<file path="config.mk">
export PLATFORM = sky130hd
export DESIGN_NAME = cond_sum_adder
export DESIGN_NICKNAME = d
export VERILOG_FILES = /design/src/rtl/csa_pkg.sv /design/src/rtl/csa_cell.sv /design/src/rtl/csa_merge.sv /design/src/rtl/csa_final_sel.sv /design/src/rtl/cond_sum_adder.sv
export SDC_FILE = /design/constraint.sdc
export NUM_CORES = 1
export LEC_CHECK = 0
export BUFFER_PORTS_ARGS = -buffer_cell sky130_fd_sc_hd__buf_4
export CAP_MARGIN = 20
export CORE_MARGIN = 4
export CORE_UTILIZATION = 50
export DETAILED_ROUTE_END_ITERATION = 10
export GPL_TIMING_DRIVEN = 0
export PLACE_DENSITY = 0.73
export SYNTH_ARGS = -nofsm -noshare
export SYNTH_HDL_FRONTEND = slang
export SYNTH_HIERARCHICAL = 1
export SYNTH_SLANG_ARGS = --single-unit
</file>
<file path="constraint.sdc">
create_clock -name vclk -period 2.83
set_clock_uncertainty 0.2 [all_clocks]
set_input_delay 0.1415 -clock vclk [all_inputs]
set_output_delay 0.1415 -clock vclk [all_outputs]
set_load 0.1 [all_outputs]
</file>
<file path="src/rtl/csa_pkg.sv">
package csa_pkg;

  typedef struct packed {
    logic s0;
    logic c0;
    logic s1;
    logic c1;
  } cell_pair_t;

  // Candidate pairs for one bit; the real incoming carry is not an input.
  function automatic cell_pair_t cond_cell(input logic a_bit, input logic b_bit);
    cell_pair_t r;
    r.s0 = a_bit ^ b_bit;
    r.c0 = a_bit & b_bit;
    r.s1 = ~(a_bit ^ b_bit);
    r.c1 = a_bit | b_bit;
    return r;
  endfunction

  // Two-way choice steered by a carry line.
  function automatic logic carry_pick(input logic sel, input logic when0, input logic when1);
    return sel ? when1 : when0;
  endfunction

endpackage

</file>
<file path="src/rtl/csa_cell.sv">
module csa_cell
  import csa_pkg::*;
(
  input  logic a_bit,
  input  logic b_bit,
  output logic s0,
  output logic c0,
  output logic s1,
  output logic c1
);
  cell_pair_t pair;

  assign pair = cond_cell(a_bit, b_bit);
  assign s0 = pair.s0;
  assign c0 = pair.c0;
  assign s1 = pair.s1;
  assign c1 = pair.c1;
endmodule

</file>
<file path="src/rtl/csa_merge.sv">
module csa_merge
  import csa_pkg::*;
#(
  parameter int HALF = 1
) (
  input  logic [HALF-1:0]   lo_s0,
  input  logic [HALF-1:0]   lo_s1,
  input  logic              lo_c0,
  input  logic              lo_c1,
  input  logic [HALF-1:0]   hi_s0,
  input  logic [HALF-1:0]   hi_s1,
  input  logic              hi_c0,
  input  logic              hi_c1,
  output logic [2*HALF-1:0] m_s0,
  output logic [2*HALF-1:0] m_s1,
  output logic              m_c0,
  output logic              m_c1
);
  for (genvar i = 0; i < HALF; i++) begin : g_bit
    assign m_s0[i]        = lo_s0[i];
    assign m_s1[i]        = lo_s1[i];
    assign m_s0[HALF + i] = carry_pick(lo_c0, hi_s0[i], hi_s1[i]);
    assign m_s1[HALF + i] = carry_pick(lo_c1, hi_s0[i], hi_s1[i]);
  end

  assign m_c0 = carry_pick(lo_c0, hi_c0, hi_c1);
  assign m_c1 = carry_pick(lo_c1, hi_c0, hi_c1);
endmodule

</file>
<file path="src/rtl/csa_final_sel.sv">
module csa_final_sel
  import csa_pkg::*;
#(
  parameter int WIDTH = 16
) (
  input  logic             cin,
  input  logic [WIDTH-1:0] cand_s0,
  input  logic [WIDTH-1:0] cand_s1,
  input  logic             cand_c0,
  input  logic             cand_c1,
  output logic [WIDTH-1:0] sum,
  output logic             cout
);
  for (genvar i = 0; i < WIDTH; i++) begin : g_bit
    assign sum[i] = carry_pick(cin, cand_s0[i], cand_s1[i]);
  end
  assign cout = carry_pick(cin, cand_c0, cand_c1);
endmodule

</file>
<file path="src/rtl/cond_sum_adder.sv">
module cond_sum_adder #(
  parameter int WIDTH = 16
) (
  input  logic [WIDTH-1:0] a,
  input  logic [WIDTH-1:0] b,
  input  logic             cin,
  output logic [WIDTH-1:0] sum,
  output logic             cout
);
  localparam int LEVELS = $clog2(WIDTH);

  // Whole-width candidates, brought out by name for the checker.
  logic [WIDTH-1:0] whole_s0;
  logic [WIDTH-1:0] whole_s1;
  logic             whole_c0;
  logic             whole_c1;

  for (genvar l = 0; l <= LEVELS; l++) begin : lvl
    localparam int SECS = WIDTH >> l;
    localparam int SPAN = 1 << l;
    logic [WIDTH-1:0] s0;
    logic [WIDTH-1:0] s1;
    logic [SECS-1:0]  c0;
    logic [SECS-1:0]  c1;

    if (l == 0) begin : g_cells
      for (genvar i = 0; i < WIDTH; i++) begin : g_bit
        csa_cell u_cell (
          .a_bit (a[i]),
          .b_bit (b[i]),
          .s0    (s0[i]),
          .c0    (c0[i]),
          .s1    (s1[i]),
          .c1    (c1[i])
        );
      end
    end else begin : g_merge
      localparam int HALF = SPAN / 2;
      for (genvar g = 0; g < SECS; g++) begin : g_sec
        csa_merge #(.HALF(HALF)) u_merge (
          .lo_s0 (lvl[l-1].s0[(2*g)*HALF +: HALF]),
          .lo_s1 (lvl[l-1].s1[(2*g)*HALF +: HALF]),
          .lo_c0 (lvl[l-1].c0[2*g]),
          .lo_c1 (lvl[l-1].c1[2*g]),
          .hi_s0 (lvl[l-1].s0[(2*g+1)*HALF +: HALF]),
          .hi_s1 (lvl[l-1].s1[(2*g+1)*HALF +: HALF]),
          .hi_c0 (lvl[l-1].c0[2*g+1]),
          .hi_c1 (lvl[l-1].c1[2*g+1]),
          .m_s0  (s0[g*SPAN +: SPAN]),
          .m_s1  (s1[g*SPAN +: SPAN]),
          .m_c0  (c0[g]),
          .m_c1  (c1[g])
        );
      end
    end
  end

  assign whole_s0 = lvl[LEVELS].s0;
  assign whole_s1 = lvl[LEVELS].s1;
  assign whole_c0 = lvl[LEVELS].c0[0];
  assign whole_c1 = lvl[LEVELS].c1[0];

  csa_final_sel #(.WIDTH(WIDTH)) u_final (
    .cin     (cin),
    .cand_s0 (whole_s0),
    .cand_s1 (whole_s1),
    .cand_c0 (whole_c0),
    .cand_c1 (whole_c1),
    .sum     (sum),
    .cout    (cout)
  );
endmodule

</file>
=== Word level (Yosys, flattened, before mapping) ===
Index checks and enable logic that the tools add are counted.

* Register bits after elaboration: 0
* Input bits: 33
* Output and inout port bits: 17
* Logic and storage cells: 175

* Mux-type cells: 111
* Bitwise logic cells: 64

{| class="wikitable"
|+ Operators with widths
! operator !! count
|-
| $mux 1 || 111
|-
| $and 1x1->1 || 16
|-
| $not 1->1 || 16
|-
| $or 1x1->1 || 16
|-
| $xor 1x1->1 || 16
|}

=== Logic depth before layout (Yosys ltp) ===
Gate-level depths: netlist of run 1.

* Word-level depth: 7
* Depth in mapped cells: 9
* Mapped depth without buffers: 8

=== Modules after synthesis ===
Netlist of run 1, hierarchy kept.

{| class="wikitable"
|+ By module, submodules not included
! module !! times used !! cells each !! area an instance (sq um) !! seq. area each (sq um)
|-
| csa_cell || 16 || 6 || 40.0 || 0.0
|-
| csa_merge (lvl[1].g_merge.g_sec[0].u_merge ...) || 8 || 6 || 60.1 || 0.0
|-
| csa_merge (lvl[4].g_merge.g_sec[0].u_merge) || 1 || 36 || 412.9 || 0.0
|-
| csa_merge (lvl[2].g_merge.g_sec[0].u_merge ...) || 4 || 10 || 97.6 || 0.0
|-
| csa_merge (lvl[3].g_merge.g_sec[0].u_merge ...) || 2 || 18 || 172.7 || 0.0
|-
| csa_final_sel || 1 || 19 || 260.2 || 0.0
|}

=== Worst setup path before layout of run 1 ===
OpenSTA, ideal clock, no wires.

* Path type: input -> output
* From: in a[0]
* To: out cout
* Arrival: 2381 ps
* Data required time: 2489 ps
* Setup slack: 107 ps
* Cell stages on the path: 9
* Buffers on the path: 1
* Cells stage by stage: inv_1 > ha_1 > inv_1 > mux2_1 > mux2_1 > mux2_2 > buf_6 > mux2_4 > mux2_2

* Longest elaborated chain between the ends: 6
* Elaborated cells between the ends (all ways): 11
* Those cells by class: 9 x mux; 2 x bitwise

{| class="wikitable"
|+ Ends and longest elaborated chain
! element !! line !! RTL
|-
| start, declared || cond_sum_adder.sv:4 || <nowiki>input logic [WIDTH-1:0] a,</nowiki>
|-
| $or 1x1->1 || csa_pkg.sv:16 || <nowiki>r.c1 = a_bit | b_bit;</nowiki>
|-
| named net lvl[0].c1[0] || cond_sum_adder.sv:24 || <nowiki>logic [SECS-1:0] c1;</nowiki>
|-
| $mux 1 || csa_pkg.sv:22 || <nowiki>return sel ? when1 : when0;</nowiki>
|-
| named net lvl[1].c1[0] || cond_sum_adder.sv:24 ||
|-
| $mux 1 || csa_pkg.sv:22 ||
|-
| named net lvl[2].c1[0] || cond_sum_adder.sv:24 ||
|-
| $mux 1 || csa_pkg.sv:22 ||
|-
| named net lvl[3].c1[0] || cond_sum_adder.sv:24 ||
|-
| $mux 1 || csa_pkg.sv:22 ||
|-
| named net lvl[4].c1 || cond_sum_adder.sv:24 ||
|-
| $mux 1 || csa_pkg.sv:22 ||
|-
| end, declared || cond_sum_adder.sv:8 || <nowiki>output logic cout</nowiki>
|}

The timed path passes the listed nets, and every way through them passes these cells.

=== Worst setup path in the final report of run 1 ===
* From: in a[2]
* To: out sum[15]

* Longest elaborated chain between the ends: 6
* Elaborated cells between the ends (all ways): 11
* Those cells by class: 9 x mux; 2 x bitwise

{| class="wikitable"
|+ Ends and longest elaborated chain
! element !! line !! RTL
|-
| $or 1x1->1 || csa_pkg.sv:16 ||
|-
| named net lvl[0].c1[2] || cond_sum_adder.sv:24 ||
|-
| $mux 1 || csa_pkg.sv:22 ||
|-
| named net lvl[1].c1[1] || cond_sum_adder.sv:24 ||
|-
| $mux 1 || csa_pkg.sv:22 ||
|-
| named net lvl[2].c1[0] || cond_sum_adder.sv:24 ||
|-
| $mux 1 || csa_pkg.sv:22 ||
|-
| named net lvl[3].c1[0] || cond_sum_adder.sv:24 ||
|-
| $mux 1 || csa_pkg.sv:22 ||
|-
| named net lvl[4].s1[15] || cond_sum_adder.sv:22 || <nowiki>logic [WIDTH-1:0] s1;</nowiki>
|-
| $mux 1 || csa_pkg.sv:22 ||
|-
| end, declared || cond_sum_adder.sv:7 || <nowiki>output logic [WIDTH-1:0] sum,</nowiki>
|}

The timed path passes the listed nets, and every way through them passes these cells.

==> results of run 1 <==
## cell type report
cell class / instances / area (sq um) / area share (%)
plain buffers: 68 / 538 / 17.4
multi-input cells: 143 / 1790 / 57.6
well taps: 67 / 83.8 / 2.71
inverters: 64 / 240 / 7.75
repair buffers: 52 / 450 / 14.5
## per-layer routing
| metal | global-route usage [%] | share of wire (%) | up-vias |
|---|---|---|---|
| met5 | 0 | 0 | - |
| met4 | 1.37 | 0.41 | 0 |
| met3 | 0.680 | 3.6 | 2 |
| met2 | 27.1 | 53 | 29 |
| met1 | 15.4 | 43 | 781 |
| li1 | - | - | 931 |
## power groups by stage
stage                     clock network (mW)  registers [mW]  logic, mW
after CTS                                  0               0       1.34
after floorplan                            0               0       1.09
after global routing                       0               0       1.47
final                                      0               0       1.38
after global placement                     0               0       1.27
after detailed placement                   0               0       1.29
## cell families (layout without fill, tap and decap cells)
logic type                 count (synthesis)  in the layout  synth area share [%]
adders and majority gates                 32             32                  15.8
buffers and inverters                    132            184                  30.6
muxes                                    111            111                  53.6
## how the worst max path moves through the flow
stage,startpoint,to,cells past startpoint
after floorplan,a[0],cout,9
after detailed placement,a[0],sum[15],11
after global routing,a[4],sum[15],11
after CTS,a[4],cout,11
final,a[2],sum[15],11
after global placement,a[0],sum[15],11
## what timing repair did
| action | in CTS | in global routing |
|---|---|---|
| endpoints found under the hold margin | 0 | 0 |
| setup endpoints to repair | 9 | 9 |
| pin swaps | 0 | 0 |
| setup buffers | 0 | 3 |
| resized for setup | 16 | 14 |
## cell usage after synthesis
master | number | area (sq um)
mux2_1 | 56 | 631
mux2_2 | 27 | 304
inv_1 | 64 | 240
buf_12 | 1 | 20.0
buf_6 | 3 | 33.8
buf_4 | 64 | 480
ha_1 | 32 | 400
mux2_4 | 28 | 420
## metrics by stage
stage               power [mW]  cells  hold WS [ns]  utilization, %  cell area (sq um)
floorplan                 1.09    275         0.680               -               2530
global placement          1.27    391         0.661            61.9               2980
detailed placement        1.29    391         0.655            61.9               2980
CTS                       1.34    391         0.617            62.9               3030
global route              1.47    394         0.601            64.3               3100
finish                    1.38    394         0.585            64.3               3100
==> results.sh, run 1 <==
export IMPL_outcome="finished clean"
export IMPL_nets=394
export IMPL_fp_coreArea_sq_mm=0.00482
export IMPL_drcViolationCount=0
export IMPL_dieArea_sq_mm=0.00626
export IMPL_cap_violations=0
export IMPL_clockPowerShare_pct=0
export IMPL_cp_slowest_cell="mux2_1"
export IMPL_relSlewSlack_pct=81.5
export IMPL_num_vias=1743
export IMPL_track_usage_pct=13.3
export IMPL_area_growth_pct=22.5
export IMPL_post_route_min_period_ns=2.75
export IMPL_slew_violations=0
export IMPL_syn_inst=275
export IMPL_switchingPower_mw=0.739
export IMPL_cp_required_ns=2.49
export IMPL_drt_total_wl_mm=4.17
export IMPL_sw_frac_of_total_pct=53.4
export IMPL_leakage_nw=1.76
export IMPL_tightest_slew_ns=0.280
export IMPL_crit_chain="buf_4 > inv_1 > ha_1 > inv_1 > mux2_1 > mux2_4 > mux2_4 > buf_8 > mux2_4 > mux2_4 > buf_12"
export IMPL_arrival_ns=2.41
export IMPL_period_share_pct=97.1
export IMPL_final_cell_mix="107 x buf_4, 63 x inv_1, 51 x mux2_1"
export IMPL_power_frac_seq_pct=0
export IMPL_grt_first_pass_wirelength_mm=7.21
export IMPL_path_max_fanout=9
export IMPL_dp_slack_ns=-0.141
export IMPL_viasPerCell=4.42
export IMPL_cp_top_family="multiplexers"
export IMPL_die_y_um=79.1
export IMPL_rsz0062_at_grt="false"
export IMPL_die_w_um=79.1
export IMPL_grt_pass1_vias=1784
export IMPL_seq_area_sq_um=0
export IMPL_cpPeakStageDelay_ns=0.34
export IMPL_synth_area_per_cell_sq_um=9.20
export IMPL_overflow=0
export IMPL_hold_violations=0
export IMPL_final_layout_size_suffix_gt1_share_pct=55.4
export IMPL_antenna_found_initial=0
export IMPL_cp_buffers_inverters=5
export IMPL_fin_ws_ns=0.0834
export IMPL_fill_cells=444
export IMPL_timing_fmax_mhz=364
export IMPL_seq_cells=0
export IMPL_cp_start_kind="input port"
export IMPL_p_int_mw=0.643
export IMPL_hold_class="in2out"
export IMPL_synth_distinct_cells=8
export IMPL_yosysSeqAreaShare_pct=0
export IMPL_portBuffers=49
export IMPL_start_util_pct=52.5
export IMPL_setup_violations=0
export IMPL_hold_depth=3
export IMPL_gp_congestion=0.709
export IMPL_rows=25
export IMPL_grt_start_max_net_pins=11
export IMPL_cpMostUsedCell="mux2_4"
export IMPL_endpoint_kind="output pin"
export IMPL_yosysWarnings=6
export IMPL_combPwrFrac_pct=100.0
export IMPL_n_antenna_cell=0
export IMPL_worstHoldStart="cin"
export IMPL_dp_hpwl_mm=3.59
export IMPL_syn_num_nets=340
export IMPL_ir_drop_mv=0.437
export IMPL_initialDrtViolationCount=16
export IMPL_final_antenna_net_count=0
export IMPL_wl_per_cell_um=10.6
export IMPL_postCtsHoldBufs=0
export IMPL_dr_pass1_iters=2
export IMPL_finalSetupTns_ns=0
export IMPL_syn_area_sq_mm=0.00253
export IMPL_crit_type="in2out"
export IMPL_nClkBuffers=0
export IMPL_power_density_mw_per_mm2=446
export IMPL_hold_end="sum[14]"
export IMPL_layout_commonest_cell="buf_4"
export IMPL_num_io_pins=50
(Power assumes the default switching activity.)
==> run 2: changes to the inputs <==
--- a/config.mk
+++ b/config.mk
@@ -8,10 +8,10 @@
 export BUFFER_PORTS_ARGS = -buffer_cell sky130_fd_sc_hd__buf_4
 export CAP_MARGIN = 20
 export CORE_MARGIN = 4
-export CORE_UTILIZATION = 50
+export CORE_UTILIZATION = 40
 export DETAILED_ROUTE_END_ITERATION = 10
 export GPL_TIMING_DRIVEN = 0
-export PLACE_DENSITY = 0.73
+export SETUP_SLACK_MARGIN = 0.2
 export SYNTH_ARGS = -nofsm -noshare
 export SYNTH_HDL_FRONTEND = slang
 export SYNTH_HIERARCHICAL = 1
==> run 2 against run 1 <==
  * Maximum frequency grew 3.2%
  * Sequential share of layout area is the same
  * Via count grew 3.7%
  * Routed wire length grew 10%
  * Critical path depth is the same
  * Die area grew 22%
  * Global-route usage shrank 1.0 points
  * Sequential cell count is the same
  * Worst setup slack gained 0.086 ns
  * Clock-buffer cell count is the same
  * Combinational power grew 9%
  * Hold slack lost 0.017 ns
==> results.sh, run 2 (synthesis results as in run 1) <==
export IMPL_outcome="finished clean"
export IMPL_start_util_pct=42.0
export IMPL_cpPeakStageDelay_ns=0.35
export IMPL_multi_input_area_sq_mm=0.00189
export IMPL_cp_buffers_inverters=5
export IMPL_fin_util_pct=56.2
export IMPL_cp_slowest_cell="mux2_4"
export IMPL_hold_depth=3
export IMPL_rsz0062_at_grt="true"
export IMPL_final_cell_mix="113 x buf_4, 49 x inv_1, 47 x mux2_4"
export IMPL_endpoint_kind="output pin"
export IMPL_cp_start_kind="input port"
export IMPL_hold_ws_ns=0.568
export IMPL_crit_chain="buf_8 > inv_4 > ha_4 > inv_4 > mux2_4 > mux2_4 > mux2_4 > buf_12 > mux2_4 > mux2_4 > buf_12"
export IMPL_arrival_ns=2.32
export IMPL_cap_violations=0
export IMPL_initialDrtViolationCount=20
export IMPL_rows=28
export IMPL_drcViolationCount=0
export IMPL_hold_violations=0
export IMPL_dr_pass1_iters=4
export IMPL_worstHoldStart="cin"
export IMPL_period_share_pct=94.0
export IMPL_cpMostUsedCell="mux2_4"
export IMPL_n_antenna_cell=0
export IMPL_die_y_um=87.5
export IMPL_slew_violations=0
export IMPL_gp_congestion=0.690
export IMPL_leakage_nw=1.86
export IMPL_fin_ws_ns=0.170
export IMPL_die_w_um=87.5
export IMPL_grt_first_pass_wirelength_mm=7.85
export IMPL_path_max_fanout=5
export IMPL_layout_commonest_cell="buf_4"
export IMPL_seq_cells=0
export IMPL_nClkBuffers=0
export IMPL_fill_cells=569
export IMPL_timing_fmax_mhz=376
export IMPL_grt_pass1_vias=1845
export IMPL_post_route_min_period_ns=2.66
export IMPL_viasPerCell=4.40
export IMPL_drt_total_wl_mm=4.59
export IMPL_dp_hpwl_mm=3.61
export IMPL_hold_end="sum[15]"
export IMPL_portBuffers=49
export IMPL_final_layout_size_suffix_gt1_share_pct=66.7
export IMPL_seq_area_sq_um=0
export IMPL_cp_top_family="multiplexers"
export IMPL_ir_drop_mv=0.510
export IMPL_dp_slack_ns=-0.0909
export IMPL_postCtsHoldBufs=0
export IMPL_fp_coreArea_sq_mm=0.00603
export IMPL_nets=403
export IMPL_setup_violations=0
export IMPL_cp_required_ns=2.49
export IMPL_hold_class="in2out"
export IMPL_track_usage_pct=12.3
export IMPL_tightest_slew_ns=0.286
export IMPL_final_antenna_net_count=0
export IMPL_antenna_found_initial=0
export IMPL_finalSetupTns_ns=0
export IMPL_power_density_mw_per_mm2=446
export IMPL_num_vias=1807
export IMPL_dieArea_sq_mm=0.00766
export IMPL_relSlewSlack_pct=81.1
export IMPL_num_io_pins=50
export IMPL_grt_start_max_net_pins=11
export IMPL_overflow=0
export IMPL_wl_per_cell_um=11.2
export IMPL_area_growth_pct=33.9
export IMPL_crit_type="in2out"
## run 2: how the worst max path moves through the flow
stage | start | to | slack [ns] | cells past startpoint
floorplan | a[2] | cout | 0.25 | 9
global placement | a[0] | sum[13] | -0.09 | 9
detailed placement | a[0] | sum[13] | -0.09 | 9
CTS | b[0] | sum[13] | 0.16 | 11
global route | a[0] | sum[13] | 0.12 | 11
finish | a[0] | sum[12] | 0.17 | 11
## run 2: power breakdown
group / switching [mW] / leakage, nW / internal [mW] / total [mW]
Sequential: 0 / 0 / 0 / 0
Clock: 0 / 0 / 0 / 0
Combinational: 0.765 / 1.86 / 0.744 / 1.51
Total: 0.765 / 1.86 / 0.744 / 1.51
## run 2: cell type report
cell class	instances	area share (%)
Buffer	68	16.3
Inverter	64	7.31
Multi-Input combinational cell	143	55.8
Tap cell	75	2.77
Timing Repair Buffer	61	17.9
## run 2: layer usage
metal  up-vias  track usage (%)  share of wire [%]
met5         -                0                  0
met1       826             13.9                 39
met2        28             26.0                 56
met3         0            0.847                4.4
met4         0                0                  0
li1        953                -                  -
## run 2: metrics by stage
stage	cell area, sq um	total power [mW]	cells
global placement	3000	1.29	399
global route	3390	1.60	411
finish	3390	1.51	411
CTS	3340	1.51	408
detailed placement	3000	1.30	399
floorplan	2540	1.10	275
## run 2: what timing repair did
item                                    in CTS  in global routing
pin swaps                                    3                  3
endpoints found under the setup margin       9                  9
setup buffers                                8                  3
resized for setup                           82                 11
cloned                                       1                  0
